<file path="src/rtl/gpio_out_pkg.sv">
package gpio_out_pkg;
  typedef enum logic [1:0] {
    CMD_HOLD = 2'd0,
    CMD_SET  = 2'd1,
    CMD_CLR  = 2'd2,
    CMD_FLIP = 2'd3
  } chan_cmd_e;

  localparam logic [7:0] OFS_DIRECT = 8'h00;
  localparam logic [7:0] OFS_MASKED = 8'h04;
  localparam logic [7:0] OFS_CMD    = 8'h08;
  localparam logic [7:0] OFS_STATUS = 8'h0C;
  localparam logic [7:0] OFS_SELECT = 8'h10;
endpackage

</file>
<file path="src/rtl/gpio_out_chan.sv">
module gpio_out_chan
  import gpio_out_pkg::*;
(
  input  logic       clk,
  input  logic       rst,
  input  logic       wr_dir,
  input  logic       wr_msk,
  input  logic       wr_cmd,
  input  logic       dir_bit,
  input  logic       msk_bit,
  input  logic       msk_keep,
  input  logic [1:0] cmd,
  output logic       q
);
  logic nxt;

  always_comb begin
    nxt = q;
    if (wr_dir) begin
      nxt = dir_bit;
    end else if (wr_msk) begin
      nxt = msk_keep ? q : msk_bit;
    end else if (wr_cmd) begin
      case (chan_cmd_e'(cmd))
        CMD_SET:  nxt = 1'b1;
        CMD_CLR:  nxt = 1'b0;
        CMD_FLIP: nxt = ~q;
        default:  nxt = q;
      endcase
    end
  end

  always_ff @(posedge clk) begin
    if (rst) q <= 1'b0;
    else     q <= nxt;
  end


  direct_load_chk: assert property (@(posedge clk) disable iff (rst)
    wr_dir |=> q == $past(dir_bit));

  masked_keep_chk: assert property (@(posedge clk) disable iff (rst)
    (wr_msk && msk_keep) |=> $stable(q));

  cmd_flip_chk: assert property (@(posedge clk) disable iff (rst)
    (wr_cmd && cmd == 2'd3) |=> q != $past(q));

  cmd_hold_chk: assert property (@(posedge clk) disable iff (rst)
    (wr_cmd && cmd == 2'd0) |=> $stable(q));

  no_write_stable_chk: assert property (@(posedge clk) disable iff (rst)
    !(wr_dir || wr_msk || wr_cmd) |=> $stable(q));
endmodule

</file>
<file path="src/rtl/gpio_out_busif.sv">
module gpio_out_busif
  import gpio_out_pkg::*;
#(
  parameter int NCH = 8,
  parameter int AW  = 8,
  parameter int DW  = 32
) (
  input  logic           clk,
  input  logic           rst,
  input  logic           bus_req,
  input  logic           bus_we,
  input  logic [AW-1:0]  bus_addr,
  input  logic [DW-1:0]  bus_wdata,
  input  logic [NCH-1:0] state,
  output logic           wr_dir,
  output logic           wr_msk,
  output logic           wr_cmd,
  output logic [NCH-1:0] sel_q,
  output logic [DW-1:0]  bus_rdata,
  output logic           bus_ready
);
  logic wr_acc, rd_acc, wr_sel;
  logic [DW-1:0] rd_mux;

  assign wr_acc = bus_req && bus_we;
  assign rd_acc = bus_req && !bus_we;
  assign wr_dir = wr_acc && (bus_addr == AW'(OFS_DIRECT));
  assign wr_msk = wr_acc && (bus_addr == AW'(OFS_MASKED));
  assign wr_cmd = wr_acc && (bus_addr == AW'(OFS_CMD));
  assign wr_sel = wr_acc && (bus_addr == AW'(OFS_SELECT));

  always_comb begin
    rd_mux = '0;
    if (bus_addr == AW'(OFS_STATUS))      rd_mux[NCH-1:0] = state;
    else if (bus_addr == AW'(OFS_SELECT)) rd_mux[NCH-1:0] = sel_q;
  end

  always_ff @(posedge clk) begin
    if (rst) begin
      sel_q     <= '0;
      bus_rdata <= '0;
      bus_ready <= 1'b0;
    end else begin
      bus_ready <= bus_req;
      bus_rdata <= rd_acc ? rd_mux : '0;
      if (wr_sel) sel_q <= bus_wdata[NCH-1:0];
    end
  end


  ready_follow_chk: assert property (@(posedge clk) disable iff (rst)
    bus_req |=> bus_ready);

  ready_idle_chk: assert property (@(posedge clk) disable iff (rst)
    !bus_req |=> !bus_ready);

  sel_hold_chk: assert property (@(posedge clk) disable iff (rst)
    !wr_sel |=> $stable(sel_q));

  wo_read_zero_chk: assert property (@(posedge clk) disable iff (rst)
    (rd_acc && bus_addr != AW'(OFS_STATUS) && bus_addr != AW'(OFS_SELECT))
      |=> bus_rdata == '0);

  one_write_chk: assert property (@(posedge clk) disable iff (rst)
    $countones({wr_dir, wr_msk, wr_cmd, wr_sel}) <= 1);
endmodule

</file>
<file path="src/rtl/gpio_out_padmux.sv">
module gpio_out_padmux #(
  parameter int NCH = 8
) (
  input  logic           clk,
  input  logic           rst,
  input  logic [NCH-1:0] sel,
  input  logic [NCH-1:0] state,
  input  logic [NCH-1:0] instr_val,
  output logic [NCH-1:0] pad_out
);
  for (genvar i = 0; i < NCH; i++) begin : g_pad
    always_ff @(posedge clk) begin
      if (rst) pad_out[i] <= 1'b0;
      else     pad_out[i] <= sel[i] ? instr_val[i] : state[i];
    end
  end


  pad_instr_chk: assert property (@(posedge clk) disable iff (rst)
    (sel == '1) |=> pad_out == $past(instr_val));

  pad_reg_chk: assert property (@(posedge clk) disable iff (rst)
    (sel == '0) |=> pad_out == $past(state));
endmodule

</file>
<file path="src/rtl/gpio_out_bank.sv">
module gpio_out_bank #(
  parameter int NCH = 8,
  parameter int AW  = 8,
  parameter int DW  = 32
) (
  input  logic           clk,
  input  logic           rst,
  input  logic           bus_req,
  input  logic           bus_we,
  input  logic [AW-1:0]  bus_addr,
  input  logic [DW-1:0]  bus_wdata,
  output logic [DW-1:0]  bus_rdata,
  output logic           bus_ready,
  input  logic [NCH-1:0] instr_val,
  output logic [NCH-1:0] pad_out
);
  localparam int MSK_LO = NCH;

  logic           wr_dir, wr_msk, wr_cmd;
  logic [NCH-1:0] state, sel_q;

  gpio_out_busif #(.NCH(NCH), .AW(AW), .DW(DW)) u_bus (
    .clk(clk), .rst(rst), .bus_req(bus_req), .bus_we(bus_we),
    .bus_addr(bus_addr), .bus_wdata(bus_wdata), .state(state),
    .wr_dir(wr_dir), .wr_msk(wr_msk), .wr_cmd(wr_cmd), .sel_q(sel_q),
    .bus_rdata(bus_rdata), .bus_ready(bus_ready)
  );

  for (genvar i = 0; i < NCH; i++) begin : g_ch
    gpio_out_chan u_ch (
      .clk(clk), .rst(rst),
      .wr_dir(wr_dir), .wr_msk(wr_msk), .wr_cmd(wr_cmd),
      .dir_bit(bus_wdata[i]), .msk_bit(bus_wdata[i]),
      .msk_keep(bus_wdata[MSK_LO+i]), .cmd(bus_wdata[2*i+1:2*i]),
      .q(state[i])
    );
  end

  gpio_out_padmux #(.NCH(NCH)) u_pad (
    .clk(clk), .rst(rst), .sel(sel_q), .state(state),
    .instr_val(instr_val), .pad_out(pad_out)
  );
endmodule

</file>
<file path="config.mk">
export PLATFORM = sky130hd
export DESIGN_NAME = gpio_out_bank
export DESIGN_NICKNAME = d
export VERILOG_FILES = /design/src/rtl/gpio_out_pkg.sv /design/src/rtl/gpio_out_chan.sv /design/src/rtl/gpio_out_busif.sv /design/src/rtl/gpio_out_padmux.sv /design/src/rtl/gpio_out_bank.sv
export SDC_FILE = /design/constraint.sdc
export NUM_CORES = 1
export LEC_CHECK = 0
export BUFFER_PORTS_ARGS = -buffer_cell sky130_fd_sc_hd__buf_4
export CAP_MARGIN = 20
export CORE_MARGIN = 5
export CORE_UTILIZATION = 33
export CTS_BUF_LIST = sky130_fd_sc_hd__clkbuf_16
export DETAILED_ROUTE_END_ITERATION = 10
export GPL_TIMING_DRIVEN = 0
export PLACE_DENSITY = 0.72
export SETUP_SLACK_MARGIN = 0.5
export SLEW_MARGIN = 15
export SYNTH_ARGS = -nofsm -noshare
export SYNTH_HDL_FRONTEND = slang
export SYNTH_SLANG_ARGS = --single-unit
</file>
<file path="constraint.sdc">
create_clock -name clk -period 1.3 [get_ports clk]
set_input_delay 0.26 -clock clk [delete_from_list [all_inputs] [get_ports clk]]
set_output_delay 0.26 -clock clk [all_outputs]
set_load 0.03 [all_outputs]
</file>
==> results_dict.tcl, run 1 <==
set metrics [dict create \
    p_switching_uw 704 \
    powerDensity_nw_per_um2 876 \
    wl_per_cell_um 13.4 \
    swShare_pct 26.9 \
    grt_antenna_before_repair 0 \
    critPathLaunch "bus_addr[6]" \
    cts_buffers 5 \
    cts_tree "done" \
    finalWorstSetupSlack_ps 42.1 \
    num_rows 28 \
    gp_congestion 0.762 \
    clock_sinks 33 \
    synth.top_cell.area_share_pct 33.4 \
    ys_warn_count 0 \
    clock_latency_ps 270 \
    hold_violations 0 \
    r2r-end "g_ch[1].u_ch.q$_SDFFE_PP0P_" \
    p_comb_share_pct 18.3 \
    clockBufferDepth 2 \
    preCtsSetupSlack_ps -392 \
    rsz0062_at_grt "yes" \
    io_buffers 51 \
    worst_slew_pin_slew_ps 518 \
    regToRegStartpoint "g_ch[1].u_ch.q$_SDFFE_PP0P_" \
    detail-route-antenna-nets 0 \
    hpwl_mm 3.70 \
    vias 1738 \
    clock_skew_ps 2.55 \
    peakVddDrop_v 0.000737 \
    via_per_inst 4.66 \
    worst_setup_path_start_kind "primary input" \
    crit_path_end "g_ch[6].u_ch.q$_SDFFE_PP0P_" \
    syn_inst 210 \
    drc 0 \
    cp.arrival_ps 1400 \
    power.internal_mw 1.92 \
    worst_hold_slack_ps 206 \
    gr-usage-all-layers_pct 13.3 \
    grt_pass1_wl_mm 8.16 \
    fp.dieH_um 87.4 \
    yosys.area.top_type "dfxtp_1" \
    status "finished clean" \
    hold_buffers 0 \
    slew_viol_final 0 \
    required_ps 1440 \
    crit_path_end_kind "register" \
    layout-drive-gt1-share_pct 45.3 \
    io_pins 93 \
    netlist_top_cells_area "dfxtp_1 (33%), mux2i_1 (16%), ha_1 (10%), buf_4 (9.1%), nor2_1 (5.1%)" \
    syn2layout_area_growth_pct 51.2 \
    die_area_um2 7640 \
    grt_overflow 0 \
    relSlewSlack_pct 65.1 \
    die_x_um 87.4 \
    crit_fanout 6 \
    reg2reg_depth 3 \
    synth.avg_cell_area_um2 9.41 \
    ys_seq_area_share_pct 33.4 \
    antenna_cells 0 \
    p_leak_nw 1.45 \
    r2r_setup_slack_ps 260 \
    post-route-period-util_pct 96.8 \
    setup_viol 0 \
    period_minus_slack_ps 1260 \
    synthesis.area_um2 1980 \
    synth_cell_types 22 \
    worstSetupPathType "in -> reg" \
    grt_pass1_vias 1758 \
    first_pass_iters 4 \
    drt_wl_total_mm 5.00 \
    grt_max_degree 12 \
    min_path_type "in -> reg" \
    clkPwrFrac_pct 42.9 \
    htreeDepth 2 \
    start_util_pct 33.6 \
    seqPwrFrac_pct 38.8 \
    nets 365 \
    cts_root_buffer "clkbuf_16" \
    fmax_mhz 795 \
    fp.coreArea_um2 5890 \
    maxCapViolations 0 \
    ys_ff_latch 33 \
    clk_pin_slew_worst_paths_ps 50 \
    drtIter0Drc 102 \
]
layout make-up:
class                   count  area [um^2]
flip-flops and latches     33          683
clock inverters             3         17.5
multi-input cells         159         1260
inverters                  10         37.5
plain buffers              31          246
clock buffers               5          125
fillers                   519         2900
repair buffers             57          524
well taps                  75         93.8
routing by layer:
layer	vias up	track usage, %	routed length [um]	share of wire [%]
met5	-	0	0	0
met4	0	4.18	66	1.3
met3	5	3.41	362	7.2
met2	59	22.7	2570	51
met1	820	16.2	2010	40
li1	854	-	-	-
critical path, stage by stage:
cell and delay, ps:
buf_6 90, nor4b_4 250, buf_4 180, nand4_4 170, buf_8 200, o21ai_2 150
o41ai_4 100
logic make-up (layout without fill, tap and decap cells):
group,count (synthesis),after routing,share of synthesized area (%)
and+or+nand+nor,54,54,15.0
AOI/OAI and AO/OA,33,33,12.2
other,1,24,0.190
buffers and inverters,41,106,12.9
adders and majority gates,16,16,10.1
muxes,32,32,16.2
DFF,33,33,33.4
worst min-delay path by stage:
stage                                  to  slack [ps]    start  cells after the start
5_1_grt        u_bus.bus_ready$_SDFF_PP0_         220  bus_req                      2
2_1_floorplan  u_bus.bus_ready$_SDFF_PP0_         390  bus_req                      1
3_3_place_gp   u_bus.bus_ready$_SDFF_PP0_         480  bus_req                      2
4_1_cts        u_bus.bus_ready$_SDFF_PP0_         210  bus_req                      2
3_5_place_dp   u_bus.bus_ready$_SDFF_PP0_         490  bus_req                      2
6_report       u_bus.bus_ready$_SDFF_PP0_         210  bus_req                      2
flip-flops by register name, summed over array words and instances, names as in the netlist:
name / count
u_bus.bus_ready: 1
u_bus.bus_rdata: 8
u_pad.pad_out: 8
g_ch.u_ch.q: 8
u_bus.sel_q: 8
per-stage QoR:
step	util (%)	setup TNS, ps	area (um^2)	instances	power [mW]
4_1_cts	48.0	0	2820	369	2.60
3_5_place_dp	43.6	-6090	2570	359	1.48
2_1_floorplan	-	-255	2090	233	1.33
3_3_place_gp	43.6	-5900	2570	359	1.47
5_1_grt	50.8	-41.5	2990	373	2.74
6_report	50.8	0	2990	373	2.62
cells in the final DEF (no fill, tap or decap):
cell | netlist | routed
nor2b_1 | 9 | 9
o41ai_2 | 2 | 4
buf_2 | 3 | 2
buf_6 | 1 | 22
nand2_1 | 13 | 13
inv_1 | 10 | 10
ha_1 | 16 | 16
nand4_4 | 2 | 2
o21ai_0 | 14 | 5
o21ai_4 | 0 | 2
dfxtp_1 | 33 | 15
clkinvlp_4 | 0 | 1
o21ai_2 | 0 | 5
nor4b_4 | 1 | 1
mux2i_1 | 32 | 32
a21oi_1 | 1 | 1
buf_4 | 24 | 59
nor2_1 | 27 | 24
nor3b_4 | 1 | 1
nor2_2 | 0 | 3
o41ai_1 | 6 | 2
dfxtp_2 | 0 | 18
buf_8 | 0 | 2
clkbuf_16 | 0 | 6
a32o_1 | 2 | 2
clkinv_2 | 0 | 2
a22oi_1 | 8 | 8
clkbuf_4 | 0 | 2
nand3_4 | 0 | 1
o41ai_4 | 0 | 2
conb_1 | 1 | 24
o21ai_1 | 0 | 2
power groups by stage:
stage	combinational [mW]	sequential [mW]	clock, mW
floorplan	0.292	1.04	0
global placement	0.437	1.04	0
detailed placement	0.442	1.04	0
CTS	0.452	1.02	1.13
global route	0.524	1.02	1.20
finish	0.480	1.02	1.12
what timing repair did:
item	CTS	global route
gates resized for setup	38	25
pin swaps	5	10
hold endpoints to repair	0	0
setup endpoints to repair	48	44
buffers inserted	2	3
cloned	0	1
cell usage after synthesis:
cell type,count
nor2_1,27
ha_1,16
o41ai_1,6
o21ai_0,14
nand4_4,2
nor2b_1,9
buf_4,24
nor4b_4,1
a32o_1,2
o41ai_2,2
inv_1,10
buf_2,3
nor3b_4,1
a22oi_1,8
nand3_1,1
mux2i_1,32
dfxtp_1,33
conb_1,1
a21oi_1,1
buf_6,1
nand2_1,13
clkbuf_1,3
Note: power is estimated with default switching activity, not from simulation.
==> run 2, diff against run 1 <==
BUFFER_PORTS_ARGS = not set   (was -buffer_cell sky130_fd_sc_hd__buf_4)
DONT_BUFFER_PORTS = 1   (was not set)
PLACE_DENSITY = 0.57   (was 0.72)
clock period = 1.4 ns   (was 1.3 ns; I/O delays follow)
==> results_dict.tcl, run 2 (synthesized netlist as in run 1, its figures left out) <==
set metrics [dict create \
    slew_viol_final 0 \
    swShare_pct 25.6 \
    hpwl_mm 3.51 \
    place_area_um2 2180 \
    fin_area_um2 2410 \
    p_leak_nw 1.10 \
    die_x_um 87.4 \
    io_pins 93 \
    required_ps 1560 \
    status "finished clean" \
    powerDensity_nw_per_um2 936 \
    period_minus_slack_ps 1120 \
    seqPwrFrac_pct 40.8 \
    maxCapViolations 0 \
    power.internal_mw 1.68 \
    wl_per_cell_um 14.4 \
    setup_viol 0 \
    clkPwrFrac_pct 45.5 \
    detail-route-antenna-nets 0 \
    hold_violations 0 \
    worstSetupPathType "in -> reg" \
    start_util_pct 33.6 \
    clock_skew_ps 1.26 \
    clock_sinks 33 \
    clock_latency_ps 270 \
    grt_max_degree 11 \
    nets 310 \
    min_path_type "in -> reg" \
    grt_pass1_wl_mm 7.51 \
    p_comb_share_pct 13.7 \
    cts_tree "done" \
    drt_wl_total_mm 4.59 \
    worst_hold_slack_ps 142 \
    antenna_cells 0 \
    htreeDepth 2 \
    fp.dieH_um 87.4 \
    fp.coreArea_um2 5890 \
    p_switching_uw 577 \
    layout-drive-gt1-share_pct 27.6 \
    syn2layout_area_growth_pct 21.8 \
    critPathLaunch "bus_addr[5]" \
    cts_buffers 5 \
    crit_path_end_kind "register" \
    clk_pin_slew_worst_paths_ps 50 \
    cp.arrival_ps 1280 \
    die_area_um2 7640 \
    fmax_mhz 895 \
    grt_antenna_before_repair 0 \
    seq_area_um2 719 \
    multi_input_area_um2 1160 \
    peakVddDrop_v 0.000958 \
    grt_overflow 0 \
    layout_commonest_cell "mux2i_1" \
    drc 0 \
    final_cell_mix "mux2i_1 (32), buf_4 (26), nor2_1 (25)" \
    worstHoldStart "bus_req" \
    vias 1442 \
    rsz0062_at_grt "yes" \
    gr-usage-all-layers_pct 13.0 \
    post-route-period-util_pct 79.8 \
    crit_fanout 8 \
    grt_pass1_vias 1483 \
    worst_setup_path_start_kind "primary input" \
    via_per_inst 4.53 \
    gp_congestion 0.719 \
    regToRegStartpoint "g_ch[4].u_ch.q$_SDFFE_PP0P_" \
    drtIter0Drc 85 \
    fin_util_pct 40.9 \
    io_buffers 0 \
    cts_root_buffer "clkbuf_16" \
    clockBufferDepth 2 \
    fillers 577 \
    num_rows 28 \
    first_pass_iters 4 \
]
-- run 2: critical path: stages --
cell and delay (ps):
nor4b_4 330, buf_4 190, nand4_4 200, mux2i_1 210, nor2_1 60
-- run 2: cell type report --
type,count,area share [%]
sequential,33,29.9
buffer,31,9.93
clock buffer,5,5.20
clock inverter,3,0.572
inverter,10,1.56
tap,75,3.90
timing repair buffer,2,0.624
multi-input combinational,159,48.3
-- run 2: final timing paths --
check / end / slack, ps / cells after the start
setup / recovery: u_bus.sel_q[6]$_SDFFE_PP0P_ / 280 / 5
hold / removal: u_bus.bus_ready$_SDFF_PP0_ / 140 / 1
setup reg to reg: g_ch[4].u_ch.q$_SDFFE_PP0P_ / 400 / 3
hold reg to reg: u_pad.pad_out[3]$_SDFF_PP0_ / 540 / 2
-- run 2: stage by stage --
| stage | power (mW) | setup slack (ps) | std cells | setup TNS [ps] |
|---|---|---|---|---|
| final | 2.25 | 283 | 318 | 0 |
| after global routing | 2.35 | 187 | 318 | 0 |
| after CTS | 2.29 | 298 | 318 | 0 |
| after detailed placement | 1.27 | -183 | 308 | -2000 |
| after global placement | 1.26 | -199 | 308 | -2090 |
| after floorplan | 1.24 | 59.9 | 233 | 0 |
-- run 2: power groups by stage --
stage	sequential [mW]	combinational (mW)	clock, mW
3_5_place_dp	0.967	0.301	0
3_3_place_gp	0.967	0.297	0
4_1_cts	0.931	0.306	1.05
2_1_floorplan	0.967	0.270	0
5_1_grt	0.919	0.341	1.09
6_report	0.919	0.308	1.03
-- run 2: routing by layer --
metal	track usage, %	part of all wire, %	vias to the layer above	wire length (um)
li1	-	-	744	-
met1	15.2	43	642	1950
met2	20.8	48	48	2220
met3	5.49	7.5	8	344
met4	5.02	1.6	0	74
met5	0	0	-	0
-- run 2: what timing repair did --
action,4_1_cts,5_1_grt
hold buffers,0,0
pin swaps,7,7
gates cloned,0,0
setup endpoints to repair,41,41
resized for setup,28,8
buffers inserted,2,0
==> run 3, diff against run 2 <==
ABC_AREA = 1   (was not set)
clock period = 1.1 ns   (was 1.4 ns; I/O delays follow)
==> results_dict.tcl, run 3 <==
set metrics [dict create \
    status "finished clean" \
    synth.top_cell.area_share_pct 31.0 \
    crit_path_end "g_ch[7].u_ch.q$_SDFFE_PP0P_" \
    synth.avg_cell_area_um2 6.85 \
    p_leak_nw 1.34 \
    grt_overflow 0 \
    synth_ff_type "dfxtp_1" \
    synth_edf_count 0 \
    hpwl_mm 4.02 \
    io_buffers 0 \
    ys_warn_count 0 \
    clk_pin_slew_worst_paths_ps 50 \
    grt_pass1_vias 1888 \
    regToRegStartpoint "g_ch[4].u_ch.q$_SDFFE_PP0P_" \
    rsz0062_at_grt "yes" \
    r2r-end "g_ch[4].u_ch.q$_SDFFE_PP0P_" \
    worstSetupPathDepth 10 \
    peakVddDrop_v 0.00130 \
    ys_ff_latch 33 \
    setup_viol 0 \
    layout-drive-gt1-share_pct 38.4 \
    synth_most_common_cell "inv_1" \
    required_ps 1300 \
    syn2layout_area_growth_pct 37.5 \
    crit_fanout 8 \
    crit_path_end_kind "register" \
    first_pass_iters 4 \
    cts_root_buffer "clkbuf_16" \
    ys_seq_area_share_pct 31.0 \
    fp.dieH_um 90.4 \
    preCtsSetupSlack_ps -233 \
    final_cell_mix "nand2_1 (39), inv_1 (35), nor2_1 (30)" \
    fmax_mhz 996 \
    top_usage_layer "met2" \
    clock_skew_ps 3.60 \
    critPathLaunch "bus_addr[7]" \
    slew_viol_final 0 \
    use_met3_pct 4.08 \
    cts_buffers 5 \
    start_util_pct 33.7 \
    wl_per_cell_um 12.3 \
    use_met2_pct 22.7 \
    worst_setup_path_start_kind "primary input" \
    vias 1892 \
    cpMaxStageDelayCell "nor2_4" \
    powerDensity_nw_per_um2 984 \
    die_x_um 90.4 \
    clock_latency_ps 270 \
    grt_antenna_before_repair 0 \
    grt_pass1_wl_mm 8.85 \
    cpPeakStageDelay_ps 250 \
    die_area_um2 8160 \
    layout_commonest_cell "nand2_1" \
    crit_family "simple AND/OR/NAND/NOR gates" \
    finalWorstSetupSlack_ps 95.9 \
    period_minus_slack_ps 1000 \
    clock_sinks 33 \
    antenna_cells 0 \
    io_pins 93 \
    gr-usage-all-layers_pct 13.0 \
    fp.coreArea_um2 6310 \
    num_rows 29 \
    drtIter0Drc 88 \
    place_inst 411 \
    crit_buf_inv 2 \
    drt_wl_total_mm 5.28 \
    stdcell_count 429 \
    reg2reg_depth 7 \
    crit_chain "clkinv_16 -> nand2_8 -> nor2_4 -> nand2_8 -> buf_8 -> nand2_4 -> nand3_4 -> nand2_1 -> nand2_1 -> nor2_2" \
    synth_cell_types 24 \
    netlist_top_cells_area "dfxtp_1 (31%), ha_1 (9.4%), buf_4 (8.5%), inv_1 (8.5%), nand2_1 (8.3%)" \
    cts_tree "done" \
    cp.arrival_ps 1210 \
    hold_buffers 0 \
    fin_util_pct 46.4 \
    r2r_setup_slack_ps 130 \
    nets 419 \
    htreeDepth 2 \
    synthTopCellsByCount "inv_1 (48), nand2_1 (47), nor2_1 (36)" \
    hold_violations 0 \
    relSlewSlack_pct 52.6 \
    worstSetupPathType "in -> reg" \
    ys_async_sr_fraction_pct 0 \
    gp_congestion 0.783 \
    min_path_type "in -> reg" \
    syn_inst 311 \
    drc 0 \
    grt_max_degree 11 \
    detail-route-antenna-nets 0 \
    worst_slew_pin_slew_ps 708 \
    clockBufferDepth 2 \
    post-route-period-util_pct 91.3 \
    yosys.area.top_type "dfxtp_1" \
    grtUsageMet1_pct 15.0 \
    maxCapViolations 0 \
    synthesis.area_um2 2130 \
    via_per_inst 4.41 \
]
==> run 3: cell types whose count changed in the layout (fill, tap and decap cells not counted), moves of 9 or more <==
cell / before / now
mux2i_1: 32 / 0
a21oi_1: 0 / 28
nand2_1: 13 / 39
inv_1: 11 / 35
nand3_1: 1 / 16
inv_2: 0 / 13
o21ai_1: 6 / 17
dfxtp_1: 16 / 6
nor2b_1: 9 / 0
==> run 3: final cells by class <==
type                    count  area (um^2)
fillers                   620         3380
well taps                  77         96.3
flip-flops and latches     33          737
clock buffers               5          125
multi-input cells         219         1330
repair buffers             10          120
plain buffers              32          273
clock inverters             3         11.3
inverters                  50          235
==> run 3: cell families after synthesis <==
kind of cell / Yosys count / share of synthesized area, %
other: 1 / 0.176
AOI/OAI and AO/OA: 64 / 15.0
adders and majority gates: 16 / 9.40
DFF: 33 / 31.0
buffers and inverters: 82 / 20.0
and+or+nand+nor: 115 / 24.4
==> run 3: worst min path at each step <==
| stage | from | endpoint | slack (ps) | depth (start not counted) |
|---|---|---|---|---|
| 5_1_grt | rst | u_bus.bus_ready$_SDFF_PP0_ | 9 | 1 |
| 3_3_place_gp | rst | u_bus.bus_ready$_SDFF_PP0_ | 290 | 1 |
| 6_report | rst | u_bus.bus_ready$_SDFF_PP0_ | 10 | 1 |
| 3_5_place_dp | rst | u_bus.bus_ready$_SDFF_PP0_ | 290 | 1 |
| 2_1_floorplan | rst | u_bus.bus_ready$_SDFF_PP0_ | 280 | 1 |
| 4_1_cts | rst | u_bus.bus_ready$_SDFF_PP0_ | 3 | 1 |
==> run 3: per-stage QoR <==
| step | setup TNS (ps) | cell area, um^2 | power, mW | hold WS (ps) |
|---|---|---|---|---|
| finish | 0 | 2930 | 2.88 | 10.7 |
| CTS | 0 | 2790 | 2.88 | 3.26 |
| floorplan | -81.7 | 2310 | 1.57 | 283 |
| detailed placement | -3670 | 2410 | 1.60 | 288 |
| global route | 0 | 2930 | 3.05 | 9.28 |
| global placement | -3480 | 2410 | 1.59 | 285 |
==> run 3: report_power, final <==
| part | total (mW) | switching, mW | internal (mW) |
|---|---|---|---|
| Sequential | 1.17 | 0.00709 | 1.16 |
| Clock | 1.23 | 0.426 | 0.809 |
| Combinational | 0.479 | 0.291 | 0.188 |
| Total | 2.88 | 0.724 | 2.16 |
==> run 3: timing repair <==
item | 4_1_cts | 5_1_grt
setup buffers | 6 | 0
pin swaps | 31 | 14
hold endpoints to repair | 0 | 0
gates resized for setup | 65 | 34
cloned | 4 | 0
endpoints found under the setup margin | 49 | 49
==> run 3: per-layer routing <==
metal,wire length [um],vias up
li1,-,1009
met1,2180,812
met2,2630,64
met3,401,7
met4,70,0
met5,0,-
